File: src/rtl/i2cs_pkg.sv
// Package: shared types and register offsets for the I2C target port.
// Assumes a 2-bit register offset and an 8-bit register window.
package i2cs_pkg;

    // Engine states of the bit-level sequencer.
    typedef enum logic [2:0] {
        ST_IDLE,   // bus free or not yet started
        ST_ADDR,   // collecting address byte
        ST_AACK,   // driving address acknowledge
        ST_HOLD,   // clock held, waiting for data register access
        ST_DATA,   // shifting a data byte
        ST_DACK,   // acknowledge bit of a data byte
        ST_SKIP    // not addressed or transfer ended, wait for START/STOP
    } eng_state_t;

    localparam logic [1:0] OFS_OWN  = 2'd0;
    localparam logic [1:0] OFS_CTRL = 2'd1;
    localparam logic [1:0] OFS_STAT = 2'd2;
    localparam logic [1:0] OFS_DATA = 2'd3;

endpackage

File: src/rtl/i2cs_line_sync.sv
// Module: resynchronises SCL and SDA into the system clock domain and
// derives clock edges and START/STOP events from the synchronised levels.
// Assumes the bus is much slower than clk; both lines reset to idle-high.
module i2cs_line_sync #(
    parameter int STAGES = 2
) (
    input  logic clk,
    input  logic rst_n,
    input  logic scl_in,
    input  logic sda_in,
    output logic scl_s,
    output logic sda_s,
    output logic scl_rise,
    output logic scl_fall,
    output logic bus_start,
    output logic bus_stop
);
    logic [STAGES-1:0] scl_ff, sda_ff;
    logic              scl_p, sda_p;

    // Synchroniser chains plus one delayed copy for edge detection.
    always_ff @(posedge clk) begin
        if (!rst_n) begin
            scl_ff <= '1;
            sda_ff <= '1;
            scl_p  <= 1'b1;
            sda_p  <= 1'b1;
        end else begin
            scl_ff <= {scl_ff[STAGES-2:0], scl_in};
            sda_ff <= {sda_ff[STAGES-2:0], sda_in};
            scl_p  <= scl_ff[STAGES-1];
            sda_p  <= sda_ff[STAGES-1];
        end
    end

    assign scl_s = scl_ff[STAGES-1];
    assign sda_s = sda_ff[STAGES-1];

    // Edge and bus-condition decode on synchronised levels.
    always_comb begin
        scl_rise  = scl_s & ~scl_p;
        scl_fall  = ~scl_s & scl_p;
        bus_start = scl_s & scl_p & sda_p & ~sda_s;
        bus_stop  = scl_s & scl_p & ~sda_p & sda_s;
    end

endmodule

File: src/rtl/i2cs_engine.sv
// Module: bit-level target sequencer. Matches the address, shifts data in
// or out MSB first, handles the 9th-clock acknowledge, holds SCL between
// bytes and keeps the status flags and the interrupt request.
// Assumes DW >= AW + 1 and that software changes direction only while
// the clock is held.
module i2cs_engine
    import i2cs_pkg::*;
#(
    parameter int AW = 7,
    parameter int DW = 8
) (
    input  logic          clk,
    input  logic          rst_n,
    input  logic          scl_s,
    input  logic          sda_s,
    input  logic          scl_rise,
    input  logic          scl_fall,
    input  logic          bus_start,
    input  logic          bus_stop,
    input  logic [AW-1:0] own_addr,
    input  logic          tx_mode,
    input  logic          ack_send,
    input  logic          acc_rd,
    input  logic          acc_wr,
    input  logic [DW-1:0] wdata,
    input  logic [DW-1:0] dreg,
    output logic          scl_low,
    output logic          sda_low,
    output logic          busy,
    output logic          addr_hit,
    output logic          rw_dir,
    output logic          rx_ack,
    output logic          irq,
    output logic [DW-1:0] rx_byte,
    output logic          rx_load
);
    localparam int            CW   = $clog2(DW + 1);
    localparam logic [CW-1:0] LAST = CW'(DW);

    eng_state_t    state;
    logic [CW-1:0] cnt;
    logic [DW-1:0] sh;
    logic [DW-1:0] tx_sh;
    logic          acc;

    assign acc     = acc_rd | acc_wr;
    assign rx_byte = sh;

    // Main sequencer: bus events first, then per-state bit handling.
    always_ff @(posedge clk) begin
        if (!rst_n) begin
            state    <= ST_IDLE;
            cnt      <= '0;
            sh       <= '0;
            tx_sh    <= '0;
            scl_low  <= 1'b0;
            sda_low  <= 1'b0;
            busy     <= 1'b0;
            addr_hit <= 1'b0;
            rw_dir   <= 1'b0;
            rx_ack   <= 1'b0;
            irq      <= 1'b0;
            rx_load  <= 1'b0;
        end else begin
            rx_load <= 1'b0;
            if (acc) irq <= 1'b0;
            if (bus_stop) begin
                state    <= ST_IDLE;
                busy     <= 1'b0;
                scl_low  <= 1'b0;
                sda_low  <= 1'b0;
                addr_hit <= 1'b0;
            end else if (bus_start) begin
                state    <= ST_ADDR;
                busy     <= 1'b1;
                cnt      <= '0;
                scl_low  <= 1'b0;
                sda_low  <= 1'b0;
                addr_hit <= 1'b0;
            end else begin
                unique case (state)
                    ST_ADDR: begin
                        if (scl_rise) begin
                            sh  <= {sh[DW-2:0], sda_s};
                            cnt <= cnt + 1'b1;
                        end else if (scl_fall && cnt == LAST) begin
                            if (sh[AW:1] == own_addr) begin
                                rw_dir  <= sh[0];
                                sda_low <= 1'b1;
                                state   <= ST_AACK;
                            end else begin
                                state   <= ST_SKIP;
                            end
                        end
                    end
                    ST_AACK: begin
                        if (scl_fall) begin
                            sda_low  <= 1'b0;
                            scl_low  <= 1'b1;
                            addr_hit <= 1'b1;
                            irq      <= 1'b1;
                            state    <= ST_HOLD;
                        end
                    end
                    ST_HOLD: begin
                        if (acc) begin
                            scl_low  <= 1'b0;
                            addr_hit <= 1'b0;
                            cnt      <= '0;
                            state    <= ST_DATA;
                            if (tx_mode) begin
                                tx_sh   <= acc_wr ? wdata : dreg;
                                sda_low <= acc_wr ? ~wdata[DW-1] : ~dreg[DW-1];
                            end
                        end
                    end
                    ST_DATA: begin
                        if (scl_rise) begin
                            sh  <= {sh[DW-2:0], sda_s};
                            cnt <= cnt + 1'b1;
                        end else if (scl_fall) begin
                            if (cnt == LAST) begin
                                state <= ST_DACK;
                                if (tx_mode) begin
                                    sda_low <= 1'b0;
                                end else begin
                                    sda_low <= ~ack_send;
                                    rx_load <= 1'b1;
                                end
                            end else if (tx_mode) begin
                                tx_sh   <= tx_sh << 1;
                                sda_low <= ~tx_sh[DW-2];
                            end
                        end
                    end
                    ST_DACK: begin
                        if (scl_rise && tx_mode) begin
                            rx_ack <= sda_s;
                        end else if (scl_fall) begin
                            sda_low <= 1'b0;
                            irq     <= 1'b1;
                            if (tx_mode ? !rx_ack : sda_low) begin
                                scl_low <= 1'b1;
                                state   <= ST_HOLD;
                            end else begin
                                state   <= ST_SKIP;
                            end
                        end
                    end
                    default: ;
                endcase
            end
        end
    end

    // SDA drive only moves while SCL was sampled low.
    assert_sda_moves_scl_low_R9: assert property (@(posedge clk) disable iff (!rst_n)
        !$stable(sda_low) |-> !$past(scl_s));

    // START raises busy, STOP releases both lines.
    assert_start_sets_busy_R1: assert property (@(posedge clk) disable iff (!rst_n)
        bus_start |=> busy);
    assert_stop_releases_R1: assert property (@(posedge clk) disable iff (!rst_n)
        bus_stop |=> (!scl_low && !sda_low && !busy));

    // clock hold ends only through a data register access, which drops irq.
    assert_hold_release_by_access_R4: assert property (@(posedge clk) disable iff (!rst_n)
        $fell(scl_low) && !$past(bus_start) && !$past(bus_stop) |-> $past(acc));
    assert_access_clears_irq_R4: assert property (@(posedge clk) disable iff (!rst_n)
        (acc && !scl_fall) |=> !irq);

    // leaving the hold leaves the address-hit flag clear.
    assert_hit_clears_on_release_R5: assert property (@(posedge clk) disable iff (!rst_n)
        $fell(scl_low) |-> !addr_hit);

    // the address-hit flag only exists inside a busy bus.
    assert_hit_needs_busy_R3: assert property (@(posedge clk) disable iff (!rst_n)
        addr_hit |-> busy);

endmodule

File: src/rtl/i2c_target_ctrl.sv
// Module: top of the I2C target port. Holds the software-visible registers
// (own address, control, data), builds the status word and connects the
// line synchroniser and the bit engine.
// Assumes single-cycle read and write strobes that are never both active.
module i2c_target_ctrl
    import i2cs_pkg::*;
#(
    parameter int AW        = 7,
    parameter int DW        = 8,
    parameter int SYNC_STGS = 2
) (
    input  logic          clk,
    input  logic          rst_n,
    input  logic          scl_in,
    input  logic          sda_in,
    output logic          scl_pull,
    output logic          sda_pull,
    input  logic [1:0]    cpu_addr,
    input  logic          cpu_wr,
    input  logic          cpu_rd,
    input  logic [DW-1:0] cpu_wdata,
    output logic [DW-1:0] cpu_rdata,
    output logic          irq
);
    logic [AW-1:0] own_q;
    logic          tx_q, ack_q;
    logic [DW-1:0] data_q;
    logic          scl_s, sda_s, scl_rise, scl_fall, bus_start, bus_stop;
    logic          busy, addr_hit, rw_dir, rx_ack, rx_load;
    logic [DW-1:0] rx_byte;
    logic          acc_rd, acc_wr;

    assign acc_rd = cpu_rd & (cpu_addr == OFS_DATA);
    assign acc_wr = cpu_wr & (cpu_addr == OFS_DATA);

    i2cs_line_sync #(.STAGES(SYNC_STGS)) u_sync (
        .clk       (clk),
        .rst_n     (rst_n),
        .scl_in    (scl_in),
        .sda_in    (sda_in),
        .scl_s     (scl_s),
        .sda_s     (sda_s),
        .scl_rise  (scl_rise),
        .scl_fall  (scl_fall),
        .bus_start (bus_start),
        .bus_stop  (bus_stop)
    );

    i2cs_engine #(.AW(AW), .DW(DW)) u_eng (
        .clk       (clk),
        .rst_n     (rst_n),
        .scl_s     (scl_s),
        .sda_s     (sda_s),
        .scl_rise  (scl_rise),
        .scl_fall  (scl_fall),
        .bus_start (bus_start),
        .bus_stop  (bus_stop),
        .own_addr  (own_q),
        .tx_mode   (tx_q),
        .ack_send  (ack_q),
        .acc_rd    (acc_rd),
        .acc_wr    (acc_wr),
        .wdata     (cpu_wdata),
        .dreg      (data_q),
        .scl_low   (scl_pull),
        .sda_low   (sda_pull),
        .busy      (busy),
        .addr_hit  (addr_hit),
        .rw_dir    (rw_dir),
        .rx_ack    (rx_ack),
        .irq       (irq),
        .rx_byte   (rx_byte),
        .rx_load   (rx_load)
    );

    // Software registers; a received byte overrides a same-cycle CPU write.
    always_ff @(posedge clk) begin
        if (!rst_n) begin
            own_q  <= '0;
            tx_q   <= 1'b0;
            ack_q  <= 1'b0;
            data_q <= '0;
        end else begin
            if (cpu_wr && cpu_addr == OFS_OWN)  own_q <= cpu_wdata[AW-1:0];
            if (cpu_wr && cpu_addr == OFS_CTRL) begin
                tx_q  <= cpu_wdata[0];
                ack_q <= cpu_wdata[1];
            end
            if (rx_load)     data_q <= rx_byte;
            else if (acc_wr) data_q <= cpu_wdata;
        end
    end

    // Read multiplexer over the four offsets.
    always_comb begin
        unique case (cpu_addr)
            OFS_OWN:  cpu_rdata = {{(DW-AW){1'b0}}, own_q};
            OFS_CTRL: cpu_rdata = {{(DW-2){1'b0}}, ack_q, tx_q};
            OFS_STAT: cpu_rdata = {{(DW-4){1'b0}}, rx_ack, rw_dir, addr_hit, busy};
            default:  cpu_rdata = data_q;
        endcase
    end

    // a finished incoming byte lands in the data register.
    assert_rx_byte_stored_R6: assert property (@(posedge clk) disable iff (!rst_n)
        rx_load |=> (data_q == $past(rx_byte)));

endmodule

File: config.mk
export PLATFORM = sky130hd
export DESIGN_NAME = i2c_target_ctrl
export DESIGN_NICKNAME = d
export VERILOG_FILES = /design/src/rtl/i2cs_pkg.sv /design/src/rtl/i2cs_line_sync.sv /design/src/rtl/i2cs_engine.sv /design/src/rtl/i2c_target_ctrl.sv
export SDC_FILE = /design/constraint.sdc
export NUM_CORES = 1
export LEC_CHECK = 0
export ABC_AREA = 1
export BUFFER_PORTS_ARGS = -buffer_cell sky130_fd_sc_hd__buf_2
export CAP_MARGIN = 10
export CORE_MARGIN = 3
export CORE_UTILIZATION = 40
export CTS_CLUSTER_DIAMETER = 120
export DETAILED_ROUTE_END_ITERATION = 10
export GPL_ROUTABILITY_DRIVEN = 0
export GPL_TIMING_DRIVEN = 0
export SETUP_SLACK_MARGIN = 0.1
export SYNTH_ARGS = -nofsm -noshare
export SYNTH_HDL_FRONTEND = slang
export SYNTH_SLANG_ARGS = --single-unit
File: constraint.sdc
create_clock -name clk -period 1.9 [get_ports clk]
set_input_delay 0.19 -clock clk [delete_from_list [all_inputs] [get_ports clk]]
set_output_delay 0.19 -clock clk [all_outputs]
set_load 0.1 [all_outputs]
==> results.toml <==
[clocking]
path_clk_slew_ns = 0.09
cts_tree = "built"
cts.sinks = 53
root_buffer = "clkbuf_8"
cts_setup_buffers = 0
clk_latency_ns = 0.31
numCtsBuffers = 5
cts_hold_buf = 0
cts_htree_levels = 2
cts_max_path_buffers = 2

[grt]
grt_pass1_vias = 2381
grt_start_max_net_pins = 15
overflow = 0
antenna_found_initial = 0
grt_pass1_wl_um = 11800
grt.total_usage = 0.196

[critical_path]
critPathRequiredTime_ns = 1.71
max_stage_delay_ns = 0.32
cp-end-kind = "output port"
setup.worst_path.class = "reg2out"
cp_slowest_cell = "dfxtp_1"
critPathArrivalTime_ns = 1.45
worstSetupStartpoint = "tx_q$_SDFFE_PN0P_"
critical_path.cell_chain = "clkbuf_2 -> nand3_1 -> o2111ai_4 -> buf_4"
worst-path-buf-inv = 2
start_kind = "register"
path_delay_family = "buffers and inverters"
timing.rr.start = "u_eng.cnt[0]$_SDFFE_PN0P_"
crit_fanout = 8

[floorplan]
coreArea_mm2 = 0.00649
die_y_um = 88.8
die_area_mm2 = 0.00789
num_io_pins = 27
die_x_um = 88.8
start_util = 0.422
num_rows = 29

[yosys]
syn_area_mm2 = 0.00274
ys_ff_latch = 53
syn_avg_cell_area_um2 = 6.77
syn_nets = 423
yosysWarnings = 0
synth_cell_type_count = 32
ys_seq_area_frac = 0.387
netlist_instances = 405

[routing]
wirelength_um = 7240
vias = 2614
first_pass_iters = 5
ant_nets = 0
vias_per_cell = 5.09
drt_iter0_markers = 185
drc = 0
wl_per_cell_um = 14.1

[placement]
hpwl_um = 5600
dp_cells = 507
port-buffer-count = 25

[sta]
maxSlewHeadroom = 0.644
worst_pin_slew_ns = 0.535
final-hold-violation-count = 0
drv_slew = 0
hold_slack_ns = 0.0587
finClkSkew_ns = 0.00868
rsz0062_at_grt = "no"
fin_crit_ns = 1.64
fmax_mhz = 609
finalSetupViolations = 0
final.period_utilization = 0.864

[cells_and_area]
final_layout_size_suffix_gt1_frac = 0.167
final_cells = 514
final_common_cell = "nand2_1"
areaGrowthSynthToFinish_pct = 13.7
mostFrequentLayoutCells = "nand2_1 (74), nor2_1 (67), inv_1 (53), dfxtp_1 (53), o21ai_0 (29)"
nets = 455
diodes = 0

[power_and_ir_drop]
irDropWorstVdd_uv = 488
power_w = 0.00352
p_leak_nw = 1.51
p_per_area_mw_per_mm2 = 1130

[min_path]
hp-start = "sda_in"
hold_path.class = "in2reg"

[flow_run]
drv_cap = 0

[status]
status = "complete, no violations"
## final cells by class
cell class / count / area, um^2
fillers: 684 / 3380
multi-input cells: 283 / 1460
flip-flops and latches: 53 / 1060
inverters: 60 / 228
repair buffers: 25 / 128
well taps: 77 / 96.3
clock buffers: 7 / 86.3
plain buffers: 9 / 60.1
## registers in the layout (all words and copies together) (netlist names), 2 cells and up
| name | cells |
|---|---|
| data_q | 8 |
| u_sync.scl_ff | 2 |
| u_eng.state | 3 |
| u_eng.rx_byte | 8 |
| u_sync.sda_ff | 2 |
| u_eng.tx_sh | 7 |
| u_eng.cnt | 4 |
| own_q | 7 |
## per-stage QoR
step / area (um^2) / util / TNS (ns) / setup slack (ns)
2_1_floorplan: 2800 / - / -0.302 / -0.145
3_3_place_gp: 3020 / 0.465 / 0 / 0.0395
3_5_place_dp: 3020 / 0.465 / -0.00425 / -0.00425
4_1_cts: 3110 / 0.479 / 0 / 0.0987
5_1_grt: 3120 / 0.480 / 0 / 0.108
6_report: 3120 / 0.480 / 0 / 0.259
## path summary, 6_finish.rpt
| kind | slack (ns) | end | depth (start not counted) |
|---|---|---|---|
| max reg2reg | 0.28 | u_eng.state[0]$_SDFFE_PP0P_ | 9 |
| min | 0.06 | u_sync.sda_ff[0]$_SDFF_PN1_ | 2 |
| min reg2reg | 0.42 | u_sync.sda_ff[1]$_SDFF_PN1_ | 1 |
| max | 0.26 | cpu_rdata[0] | 4 |
## layer usage
layer / vias to the layer above / wire, um / GRT usage
met4: 0 / 77 / 0.0549
li1: 1358 / - / -
met5: - / 0 / 0
met1: 1190 / 3630 / 0.279
met2: 60 / 3230 / 0.302
met3: 6 / 301 / 0.0391
## logic make-up after synthesis
| group | share of synthesized area |
|---|---|
| compound gates | 0.166 |
| xor+xnor | 0.0192 |
| fa+ha+maj | 0.00912 |
| buf+inv | 0.0985 |
| flops | 0.387 |
| simple gates | 0.320 |
## worst reg2reg max path: stages, from the launching register on
cell and delay, ns:
dfxtp_1 0.34, inv_1 0.08, ha_1 0.14, nand2_1 0.08, nor2_4 0.15, nand2_1 0.11
nand2_1 0.10, nand3_2 0.12, o21ai_0 0.28, a21oi_1 0.11
## cells in the mapped netlist
master	instances	area [um^2]
a21boi_2	1	11.3
a21oi_1	18	90.1
a21oi_2	1	8.76
buf_2	2	10.0
buf_6	1	11.3
clkbuf_1	6	22.5
clkinv_2	1	5.00
dfxtp_1	53	1060
ha_1	2	25.0
inv_1	53	199
inv_2	6	22.5
nand2_1	74	278
nand2_2	4	25.0
nand2_4	1	11.3
nand3_1	21	105
nand3_2	2	20.0
nand4_1	3	18.8
nor2_1	69	259
nor2_2	4	25.0
nor2_4	4	45.0
nor3_1	3	15.0
nor3_4	2	32.5
nor4_1	1	6.26
o2111ai_1	2	17.5
o211ai_1	11	82.6
o21ai_0	31	155
o21ai_1	15	75.1
o21ai_2	1	8.76
o22ai_1	1	6.26
or2_2	6	37.5
xnor2_1	4	35.0
xor2_1	2	17.5
## repair_timing
action | 4_1_cts | 5_1_grt
endpoints found under the hold margin | 0 | 0
pin swaps | 0 | 1
endpoints found under the setup margin | 8 | 9
resized for setup | 2 | 5
## where the power goes
part | switching (W) | internal, W
logic | 0.00102 | 0.000457
registers | 0.000128 | 0.00126
clock network | 0.000367 | 0.000290
No activity file was read; power rests on OpenSTA's default activity.
